--- config.mk ---
export PLATFORM = sky130hd
export DESIGN_NAME = amc_ctrl
export DESIGN_NICKNAME = d
export VERILOG_FILES = /design/src/rtl/amc_pkg.sv /design/src/rtl/amc_ready_sync.sv /design/src/rtl/amc_timing_sel.sv /design/src/rtl/amc_cycle_fsm.sv /design/src/rtl/amc_ctrl.sv
export SDC_FILE = /design/constraint.sdc
export NUM_CORES = 1
export LEC_CHECK = 0
export CORE_MARGIN = 10
export CORE_UTILIZATION = 35
export CTS_CLUSTER_SIZE = 28
export DETAILED_ROUTE_END_ITERATION = 16
export PLACE_DENSITY = 0.82
export SETUP_SLACK_MARGIN = 0.5
export SYNTH_ARGS = -nofsm -noshare
export SYNTH_HDL_FRONTEND = slang
export SYNTH_SLANG_ARGS = --single-unit
--- constraint.sdc ---
create_clock -name clk_i -period 2.9 [get_ports clk_i]
set_input_delay 0.58 -clock clk_i [delete_from_list [all_inputs] [get_ports clk_i]]
set_output_delay 0.58 -clock clk_i [all_outputs]
set_load 0.05 [all_outputs]
--- src/rtl/amc_pkg.sv ---
package amc_pkg;

   // Field widths of one direction (read or write) of a timing word
   localparam int SETUP_W  = 4;
   localparam int STROBE_W = 6;
   localparam int HOLD_W   = 3;
   localparam int DIR_W    = SETUP_W + STROBE_W + HOLD_W;
   localparam int CFG_W    = 2 * DIR_W;
   // Phase counter width covers the widest field
   localparam int CNT_W    = STROBE_W;

   // Packed so that setup sits at the low bits of the direction half
   typedef struct packed {
      logic [HOLD_W-1:0]   hold;
      logic [STROBE_W-1:0] strobe;
      logic [SETUP_W-1:0]  setup;
   } dir_field_t;

   // Effective (zero-clamped) lengths, all in counter width
   typedef struct packed {
      logic [CNT_W-1:0] setup;
      logic [CNT_W-1:0] strobe;
      logic [CNT_W-1:0] hold;
   } eff_len_t;

   typedef enum logic [1:0] {
      ST_IDLE   = 2'd0,
      ST_SETUP  = 2'd1,
      ST_STROBE = 2'd2,
      ST_HOLD   = 2'd3
   } cyc_state_t;

   function automatic logic [CNT_W-1:0] min_one(input logic [CNT_W-1:0] v);
      return (v == '0) ? CNT_W'(1) : v;
   endfunction

endpackage

--- src/rtl/amc_ready_sync.sv ---
module amc_ready_sync #(
   parameter int STAGES    = 2,
   parameter bit RESET_VAL = 1'b0
) (
   input  logic clk_i,
   input  logic rst_ni,
   input  logic async_i,
   output logic sync_o
);

   generate
      if (STAGES < 2) begin : g_bad_stages
         $error("amc_ready_sync: at least two stages are needed");
      end
   endgenerate

   logic [STAGES-1:0] chain_q;

   always_ff @(posedge clk_i or negedge rst_ni) begin
      if (!rst_ni) begin
         chain_q <= {STAGES{RESET_VAL}};
      end else begin
         chain_q <= {chain_q[STAGES-2:0], async_i};
      end
   end

   assign sync_o = chain_q[STAGES-1];

endmodule

--- src/rtl/amc_timing_sel.sv ---
module amc_timing_sel
   import amc_pkg::*;
#(
   parameter  int NUM_CS = 4,
   localparam int CS_W   = (NUM_CS > 1) ? $clog2(NUM_CS) : 1
) (
   input  logic [NUM_CS*CFG_W-1:0] cfg_i,
   input  logic [CS_W-1:0]         cs_i,
   input  logic                    we_i,
   output eff_len_t                len_o
);

   dir_field_t rd_arr [NUM_CS];
   dir_field_t wr_arr [NUM_CS];
   dir_field_t pick;

   generate
      for (genvar k = 0; k < NUM_CS; k++) begin : g_unpack
         assign rd_arr[k] = cfg_i[k*CFG_W +: DIR_W];
         assign wr_arr[k] = cfg_i[k*CFG_W + DIR_W +: DIR_W];
      end
   endgenerate

   always_comb begin
      pick = rd_arr[0];
      for (int k = 0; k < NUM_CS; k++) begin
         if (int'(cs_i) == k) begin
            pick = we_i ? wr_arr[k] : rd_arr[k];
         end
      end
   end

   // A programmed zero is stretched to a single period
   always_comb begin
      len_o.setup  = min_one(CNT_W'(pick.setup));
      len_o.strobe = min_one(CNT_W'(pick.strobe));
      len_o.hold   = min_one(CNT_W'(pick.hold));
   end

endmodule

--- src/rtl/amc_cycle_fsm.sv ---
module amc_cycle_fsm
   import amc_pkg::*;
(
   input  logic       clk_i,
   input  logic       rst_ni,
   input  logic       start_i,
   input  eff_len_t   len_i,
   input  logic       we_i,
   input  logic       rdy_i,
   output cyc_state_t state_o,
   output logic       first_o,
   output logic       capture_o,
   output logic       done_o,
   output logic       after_rd_o
);

   localparam logic [CNT_W-1:0] ONE = CNT_W'(1);

   cyc_state_t       state_q;
   logic [CNT_W-1:0] cnt_q;
   eff_len_t         len_q;
   logic             first_q;
   logic             done_q;
   logic             after_rd_q;
   logic             strobe_last;

   assign strobe_last = (state_q == ST_STROBE) && (cnt_q == '0);

   always_ff @(posedge clk_i or negedge rst_ni) begin
      if (!rst_ni) begin
         state_q    <= ST_IDLE;
         cnt_q      <= '0;
         len_q      <= '0;
         first_q    <= 1'b0;
         done_q     <= 1'b0;
         after_rd_q <= 1'b0;
      end else begin
         done_q  <= 1'b0;
         first_q <= 1'b0;
         unique case (state_q)
            ST_IDLE: begin
               after_rd_q <= 1'b0;
               if (start_i) begin
                  len_q   <= len_i;
                  cnt_q   <= len_i.setup - ONE;
                  state_q <= ST_SETUP;
                  first_q <= 1'b1;
               end
            end
            ST_SETUP: begin
               if (cnt_q == '0) begin
                  state_q <= ST_STROBE;
                  cnt_q   <= len_q.strobe - ONE;
               end else begin
                  cnt_q <= cnt_q - ONE;
               end
            end
            ST_STROBE: begin
               if (cnt_q != '0) begin
                  cnt_q <= cnt_q - ONE;
               end else if (rdy_i) begin
                  state_q <= ST_HOLD;
                  cnt_q   <= len_q.hold - ONE;
               end
            end
            ST_HOLD: begin
               if (cnt_q == '0) begin
                  state_q    <= ST_IDLE;
                  done_q     <= 1'b1;
                  after_rd_q <= !we_i;
               end else begin
                  cnt_q <= cnt_q - ONE;
               end
            end
            default: state_q <= ST_IDLE;
         endcase
      end
   end

   assign state_o    = state_q;
   assign first_o    = first_q;
   assign capture_o  = strobe_last && rdy_i;
   assign done_o     = done_q;
   assign after_rd_o = after_rd_q;

   // Checker-side age of the setup phase
   logic [CNT_W-1:0] age_q;
   always_ff @(posedge clk_i or negedge rst_ni) begin
      if (!rst_ni) age_q <= '0;
      else         age_q <= (state_q == ST_SETUP) ? age_q + ONE : '0;
   end

   assert_setup_span_R2: assert property (@(posedge clk_i) disable iff (!rst_ni)
      (state_q == ST_STROBE && $past(state_q) == ST_SETUP)
         |-> ($past(age_q) == $past(len_q.setup) - ONE));

   assert_strobe_stretch_R6: assert property (@(posedge clk_i) disable iff (!rst_ni)
      (strobe_last && !rdy_i) |=> (state_q == ST_STROBE));

   assert_done_pulse_R8: assert property (@(posedge clk_i) disable iff (!rst_ni)
      done_q |=> !done_q);

   assert_done_idle_R8: assert property (@(posedge clk_i) disable iff (!rst_ni)
      done_q |-> (state_q == ST_IDLE));

endmodule

--- src/rtl/amc_ctrl.sv ---
module amc_ctrl
   import amc_pkg::*;
#(
   parameter  int NUM_CS      = 4,
   parameter  int AW          = 20,
   parameter  int DW          = 32,
   parameter  int SYNC_STAGES = 2,
   localparam int CS_W        = (NUM_CS > 1) ? $clog2(NUM_CS) : 1,
   localparam int BEW         = DW / 8
) (
   input  logic                    clk_i,
   input  logic                    rst_ni,
   input  logic [NUM_CS*CFG_W-1:0] cs_timing_i,
   input  logic                    req_valid_i,
   output logic                    req_ready_o,
   input  logic [CS_W-1:0]         req_cs_i,
   input  logic                    req_we_i,
   input  logic [AW-1:0]           req_addr_i,
   input  logic [BEW-1:0]          req_be_i,
   input  logic [DW-1:0]           req_wdata_i,
   output logic                    done_o,
   output logic [DW-1:0]           done_rdata_o,
   output logic [NUM_CS-1:0]       mem_ce_no,
   output logic [AW-1:0]           mem_addr_o,
   output logic [BEW-1:0]          mem_be_no,
   output logic                    mem_oe_no,
   output logic                    mem_rd_no,
   output logic                    mem_wr_no,
   output logic [DW-1:0]           mem_dq_o,
   output logic                    mem_dq_oe_o,
   input  logic [DW-1:0]           mem_dq_i,
   input  logic                    mem_rdy_i
);

   generate
      if (NUM_CS < 1) begin : g_bad_cs
         $error("amc_ctrl: NUM_CS must be at least one");
      end
      if (AW < 1) begin : g_bad_aw
         $error("amc_ctrl: AW must be at least one");
      end
      if ((DW % 8) != 0 || DW < 8) begin : g_bad_dw
         $error("amc_ctrl: DW must be a whole number of bytes");
      end
   endgenerate

   // ---------------- request capture ----------------
   logic             accept;
   logic [CS_W-1:0]  cs_q;
   logic             we_q;
   logic [AW-1:0]    addr_q;
   logic [BEW-1:0]   be_q;
   logic [DW-1:0]    wdata_q;
   logic [DW-1:0]    rdata_q;

   cyc_state_t state;
   logic       first;
   logic       capture;
   logic       after_rd;
   logic       rdy_sync;
   eff_len_t   req_len;
   logic       busy;

   assign req_ready_o = (state == ST_IDLE) && !(after_rd && req_we_i);
   assign accept      = req_valid_i && req_ready_o;
   assign busy        = (state != ST_IDLE);

   always_ff @(posedge clk_i or negedge rst_ni) begin
      if (!rst_ni) begin
         cs_q    <= '0;
         we_q    <= 1'b0;
         addr_q  <= '0;
         be_q    <= '0;
         wdata_q <= '0;
      end else if (accept) begin
         cs_q    <= req_cs_i;
         we_q    <= req_we_i;
         addr_q  <= req_addr_i;
         be_q    <= req_be_i;
         wdata_q <= req_wdata_i;
      end
   end

   always_ff @(posedge clk_i or negedge rst_ni) begin
      if (!rst_ni)      rdata_q <= '0;
      else if (capture) rdata_q <= mem_dq_i;
   end

   // ---------------- sub-blocks ----------------
   amc_timing_sel #(.NUM_CS(NUM_CS)) u_sel (
      .cfg_i (cs_timing_i),
      .cs_i  (req_cs_i),
      .we_i  (req_we_i),
      .len_o (req_len)
   );

   amc_ready_sync #(.STAGES(SYNC_STAGES), .RESET_VAL(1'b0)) u_sync (
      .clk_i   (clk_i),
      .rst_ni  (rst_ni),
      .async_i (mem_rdy_i),
      .sync_o  (rdy_sync)
   );

   amc_cycle_fsm u_fsm (
      .clk_i      (clk_i),
      .rst_ni     (rst_ni),
      .start_i    (accept),
      .len_i      (req_len),
      .we_i       (we_q),
      .rdy_i      (rdy_sync),
      .state_o    (state),
      .first_o    (first),
      .capture_o  (capture),
      .done_o     (done_o),
      .after_rd_o (after_rd)
   );

   // ---------------- pin decode ----------------
   generate
      for (genvar k = 0; k < NUM_CS; k++) begin : g_ce
         assign mem_ce_no[k] = !(busy && (int'(cs_q) == k));
      end
   endgenerate

   assign mem_addr_o   = addr_q;
   assign mem_be_no    = busy ? ~be_q : '1;
   assign mem_oe_no    = !(busy && !we_q);
   assign mem_rd_no    = !((state == ST_STROBE) && !we_q);
   assign mem_wr_no    = !((state == ST_STROBE) && we_q);
   assign mem_dq_o     = wdata_q;
   assign mem_dq_oe_o  = we_q && (((state == ST_SETUP) && !first) ||
                                  (state == ST_STROBE) || (state == ST_HOLD));
   assign done_rdata_o = rdata_q;

   // ---------------- assertions ----------------
   assert_busy_no_accept_R9: assert property (@(posedge clk_i) disable iff (!rst_ni)
      (req_valid_i && req_ready_o) |=> !req_ready_o);

   assert_turnaround_R10: assert property (@(posedge clk_i) disable iff (!rst_ni)
      (done_o && !we_q && req_we_i) |-> !req_ready_o);

   assert_no_contention_R5: assert property (@(posedge clk_i) disable iff (!rst_ni)
      mem_dq_oe_o |-> mem_oe_no);

   assert_data_before_strobe_R5: assert property (@(posedge clk_i) disable iff (!rst_ni)
      $fell(mem_wr_no) |-> mem_dq_oe_o);

   assert_strobe_has_select_R11: assert property (@(posedge clk_i) disable iff (!rst_ni)
      (!mem_rd_no || !mem_wr_no) |-> (mem_ce_no != '1));

   assert_addr_stable_R11: assert property (@(posedge clk_i) disable iff (!rst_ni)
      (busy && $past(busy)) |-> ($stable(mem_addr_o) && $stable(mem_ce_no)));

   assert_write_oe_off_R3: assert property (@(posedge clk_i) disable iff (!rst_ni)
      (!mem_wr_no) |-> mem_oe_no);

endmodule

After elaboration in Yosys (flattened, before gate mapping)
Index checks and enable logic that the tools add are counted.

Output and inout port bits: 98. ROM bits: 0. Memory bits (writable): 0. Bits in latches: 0. Bits in registers: 116. Memories kept: 0. Bits of input ports: 199. Word-level logic and storage cells: 105.

Magnitude comparators: 0. Muxes and demuxes: 30. Multiply operators: 0. Reduce and logical (&&, ||, !) cells: 40. Add/subtract/negate cells: 4. Div/mod/pow operators: 0. Equal/unequal tests: 16. Bitwise operators: 1. Shift-type cells: 0.

Operators with widths (number): $mux 13 (8); $mux 6 (6); $pmux 6 s4 (1); $sub 6x1->6 const B (3); $logic_and 1x1->1 (14); $eq 2x2->1 const B (6); $logic_not 6->1 (2); $logic_not 1->1 (10); $mux 2 (5); $mux 4 (2); $pmux 2 s4 (1); $eq 2x1->1 const B (3); $logic_not 2->1 (3); $ne 2x1->1 const B (3); $ne 2x2->1 const B (3); $reduce_bool 6->1 (1); $mux 1 (5); $reduce_and 5->1 (1); $sub 4x1->5 const B (1); $logic_not 4->1 (1); $not 4->4 (1); $reduce_and 2->1 (2); $reduce_bool 2->1 (2); $logic_not 3->1 (1); other kinds (5) (6).

Logic depth before layout (Yosys ltp)
Depth in word-level cells: 10. Mapped depth: 11. Depth with buffers taken out: 9.

Cells and area by module
From an unflattened synthesis, not the netlist that was laid out.

Cell total of the unflattened synthesis: 460. Area total of the unflattened synthesis: 6182.2 µm².

By module, submodules not included: amc_ctrl (instances 1, cells an instance 210, sequential area each 2277.2 µm², area each 3723.6 µm²); amc_cycle_fsm (instances 1, cells an instance 160, sequential area each 575.6 µm², area each 1473.9 µm²); amc_timing_sel (instances 1, cells an instance 88, sequential area each 0.0 µm², area each 934.6 µm²); amc_ready_sync (instances 1, cells an instance 2, sequential area each 50.0 µm², area each 50.0 µm²).

Worst setup path after synthesis
No wires, ideal clock.

Kind: reg2reg. Start point: reg u_fsm.state_q[0] (netlist: u_fsm.state_o[0]). End point: reg u_fsm.cnt_q[3]. Library setup time: 0.145 ns. Period minus slack after synthesis: 2.751 ns. Cell stages (with the launch flop): 9. Path slack: 0.149 ns. Arrival: 2.606 ns. Path buffers: 1. Required time: 2.755 ns. Cell sequence: dfrtp_1 inv_1 ha_1 a21boi_1 a21oi_1 or2_2 clkbuf_1 a2111oi_0 a311oi_1.

Cells in the longest elaborated chain, start to end: 5. Elaborated cells on any way between the ends: 11. Those cells by class: eq/ne (6); mux (1); reduce/logical (4).

RTL lines: from (decl) (line amc_cycle_fsm.sv:19) `cyc_state_t state_q;`; from (signal assigned) (line amc_cycle_fsm.sv:31) `state_q <= ST_IDLE;`; from (signal assigned) (line amc_cycle_fsm.sv:46) `state_q <= ST_SETUP;`; from (signal assigned) (line amc_cycle_fsm.sv:52) `state_q <= ST_STROBE;`; $logic_not 2->1 (line amc_ctrl.sv:64) `assign req_ready_o = (state == ST_IDLE) && !(after_rd && req_we_i);`; $logic_and 1x1->1 (line amc_ctrl.sv:64); via req_ready_o (line amc_ctrl.sv:15) `output logic req_ready_o,`; $logic_and 1x1->1 (line amc_ctrl.sv:65) `assign accept = req_valid_i && req_ready_o;`; $ne 2x2->1 (no line); $reduce_and 3->1 (no line); to (signal assigned) (line amc_cycle_fsm.sv:60) `cnt_q <= cnt_q - ONE;`; to (signal assigned) (line amc_cycle_fsm.sv:63) `cnt_q <= len_q.hold - ONE;`; to (signal assigned) (line amc_cycle_fsm.sv:72) `cnt_q <= cnt_q - ONE;`; to (decl) (line amc_cycle_fsm.sv:20) `logic [CNT_W-1:0] cnt_q;`.

The timed path passes the listed nets, and every way through them passes these cells. A chain may end at the register's enable or synchronous reset.

Worst setup path after layout
Start point: reg u_fsm.state_q[1] (netlist: u_fsm.state_o[1]). End point: out mem_be_no[3].

Cells in the longest elaborated chain, start to end: 2.

RTL lines: $reduce_bool 2->1 (line amc_ctrl.sv:66) `assign busy = (state != ST_IDLE);`; $mux 4 (line amc_ctrl.sv:126) `assign mem_be_no = busy ? ~be_q : '1;`; to (decl) (line amc_ctrl.sv:25) `output logic [BEW-1:0] mem_be_no,`.

No other way between the ends.

==> results.txt <==
----------------------------------------------------
[Drt]
  Total number of vias ... around 5.3k
  Iteration-0 DRC Markers ... around 180
  Residual DRC count ... 0
  1st-pass router iterations ... 7
  Via/cell ratio ... around 4.8
  Average detailed-routed wire length per instance ... 18.6 um
  Drt total wl ... about 21000 um
  DRT antenna net count ... 0

[Setup path]
  Slack of the worst reg-to-reg path ... ~0.62 ns
  Critical path data arrival time ... roughly 1.7 ns
  Start-to-end type of the worst setup path ... flop to output pin
  Nature of the critical path endpoint ... output pin
  Reg2reg start ... u_fsm.cnt_q[2]
  Worst r2r dst ... done_rdata_o[21]
  Worst Path Max Fanout ... 5
  Worst setup SP type ... flop
  Length in cells of the worst reg-to-reg path ... 5
  Req. time, crit path ... roughly 2.3 ns

[STA]
  Number of setup violations in the final report ... 0
  Final hold violations ... 0
  Final worst-path cycle share ... 0.798
  Post-route clock skew ... roughly 0.0064 ns
  Slew at the pin closest to its max-slew limit ... approximately 0.59 ns
  Slew Viols, Final ... 0
  Final worst slack ... approximately 0.58 ns
  RSZ-0062 raised after global routing ... no
  Final critical path time including I/O delays and setup ... around 2.3 ns
  Max-slew headroom ... 0.605
  Total Negative Setup Slacks ... 0 ns
  Maximum achievable frequency ... between 400 and 500 MHz
  Minimum hold slack ... approximately 0.16 ns

[Clocking]
  TritonCTS Buffers ... 17
  Total number of clock tree sinks ... 113
  Worst skew pair latency ... ~0.41 ns
  Clock-pin slew of the registers on the worst-case setup and hold paths ... about 0.050 ns
  CTS tree ... built
  Cell chosen for the clock root ... clkbuf_16
  Post-CTS Hold Fix Bufs ... 0
  Max clock buf depth ... 2
  Deepest level of the CTS H-tree ... 4

[Layout]
  Final standard cell utilization of the core ... 0.606
  Layout cell share with drive strength beyond 1 ... 0.158
  Count of placed standard cells in the final layout, fillers left out ... 1112
  FF+latch area ... ~2800 um2
  Area of combinational cells with multiple inputs ... between 2000 and 3000 um2
  Syn-to-layout area delta ... 69.0%
  Antenna Cells ... 0
  Number of inserted filler cells in the final layout ... about 1.4k
  Final net count ... between 1k and 1.5k

[Placed design]
  DP HPWL ... around 17000 um
  Count of buffers from port buffering ... roughly 300
  Routability cong. ... roughly 0.87
  Placed Instances ... 1076
  Pre-CTS setup slack ... -0.106 ns

[Logic synthesis]
  Netlist area before placement ... 5740 um2
  Yosys top cell by area ... dfrtp_1
  Avg Synthesized Cell Area ... around 10 um2
  Dominant register cell in the synthesized netlist ... dfrtp_1
  Number of unique standard cell types used by synthesis ... 53
  Largest cells by area after synthesis ... dfrtp_1, nand2_1, mux2_2
  Synthesis Warnings ... 0
  Number of nets produced by synthesis ... 779
  Sequential-to-total area share from yosys stat ... 0.493
  Cells after synthesis ... 570
  Top-area cell type share of the netlist area ... 0.493
  Library cell with the highest instance count after synthesis ... nand2_1
  Post-synth ARST share ... 1.00
  Post-synthesis sequential element count ... ~110
  EDFF count, synth ... 0
  Top cells by instance count after synthesis ... nand2_1, dfrtp_1, mux2_2, mux2i_1

[Floorplanning]
  Number of top-level design ports ... around 300
  Die extent in x ... about 150 um
  Cell row count ... 46
  Chip height ... around 150 um
  Core box area ... 16000 um2
  Initial cell density of the core ... 0.359
  Die footprint ... roughly 22000 um2

[GRT]
  Total overflow reported by the global router ... 0
  Wire length of the first global-routing pass ... between 30000 and 40000 um
  Total routing resource utilization after global routing ... 0.187
  Via count of the first global-routing pass ... between 5k and 6k
  Number of antenna violations at the first check in global routing ... 0
  Maximum number of pins on one net before global-route repair ... 53

[Power and ir drop]
  Leakage Power ... around 4.4 nW
  Maximum resistive drop on vdd ... about 0.00064 V
  Power density over the cells ... approximately 1100 nW/um2

[Hold path]
  Type of the tightest min-delay check ... input port to asynchronous set/reset pin

[Status]
  Result of the run ... finished, final reports clean

[Run]
  Max-capacitance violation count ... 0

----------------------------------------------------
[cells in the final DEF (no fill, tap or decap), types with 6 or more instances in the layout]
cell	Yosys	layout
nor2b_1	6	6
ha_1	10	6
nor3_1	6	6
inv_1	18	15
clkdlybuf4s50_1	0	279
mux4_2	15	15
a22oi_1	8	8
o21ai_0	13	13
nand2_1	197	196
clkbuf_16	0	17
nor2_1	18	18
dfrtp_1	113	113
a21oi_1	6	6
mux2i_1	25	25
mux2_2	37	37
buf_12	0	7
buf_4	5	32
[sequential cells by signal, indices dropped and copies added (netlist names), 2 cells and up]
signal          count
u_sync.chain_q      2
cs_q                2
mem_addr_o         20
mem_dq_o           32
done_rdata_o       32
u_fsm.len_q         9
be_q                4
u_fsm.state_o       2
u_fsm.cnt_q         6
[routing by layer]
layer | up-vias | track usage | part of all wire
met5 | - | 0 | 0
met2 | 218 | 0.317 | 0.50
li1 | 2568 | - | -
met4 | 0 | 0.0619 | 0.021
met3 | 30 | 0.0919 | 0.099
met1 | 2500 | 0.200 | 0.38
[report_power, final]
group | switching, mW | internal [mW]
combinational | 3.70 | 2.18
clock | 0.756 | 1.20
sequential | 0.421 | 2.25
total | 4.87 | 5.63
[critical path, stage by stage, from the launching register on]
cell        delay [ns]
dfrtp_1           0.41
inv_1             0.10
ha_2              0.20
buf_6             0.13
clkinvlp_4        0.08
buf_4             0.16
nand2_1           0.10
buf_12            0.15
[cells by family (layout without fill, tap and decap cells)]
family,count (synthesis),in the layout,share of synthesized area
compound gates,63,63,0.0790
mux,79,79,0.179
flops,113,113,0.493
simple gates,246,246,0.175
xor+xnor,8,8,0.0122
fa+ha+maj,10,10,0.0218
buf+inv,51,377,0.0393
[through the flow]
| stage | power (mW) | area, um2 |
|---|---|---|
| finish | 10.5 | 9690 |
| global route | 11.1 | 9690 |
| CTS | 10.6 | 9660 |
| detailed placement | 8.52 | 9070 |
| global placement | 8.40 | 9070 |
| floorplan | 6.29 | 5760 |
[area by class of cell]
type / count / share of cell area
Clock buffer: 20 / 0.0461
Clock inverter: 12 / 0.0114
Inverter: 19 / 0.00774
Multi-Input combinational cell: 406 / 0.280
Sequential cell: 113 / 0.292
Tap cell: 216 / 0.0279
Timing Repair Buffer: 326 / 0.335
[repair_timing]
action | CTS | global route
endpoints found under the setup margin | 12 | 11
pin swaps | 0 | 3
gates cloned | 0 | 0
setup buffers | 3 | 1
gates resized for setup | 16 | 6
[worst max path at each step]
stage                     start        endpoint  slack, ns  cells past startpoint
2_1_floorplan       req_cs_i[0]  u_fsm.cnt_q[4]       0.51                     11
3_3_place_gp        req_cs_i[0]  u_fsm.cnt_q[5]      -0.05                      9
3_5_place_dp        req_cs_i[0]  u_fsm.cnt_q[4]      -0.11                      9
4_1_cts        u_fsm.state_o[1]     mem_dq_oe_o       0.51                      5
5_1_grt        u_fsm.state_o[1]     mem_dq_oe_o       0.49                      5
6_report       u_fsm.state_o[1]    mem_be_no[3]       0.58                      7
Note: power is estimated with default switching activity, not from simulation.
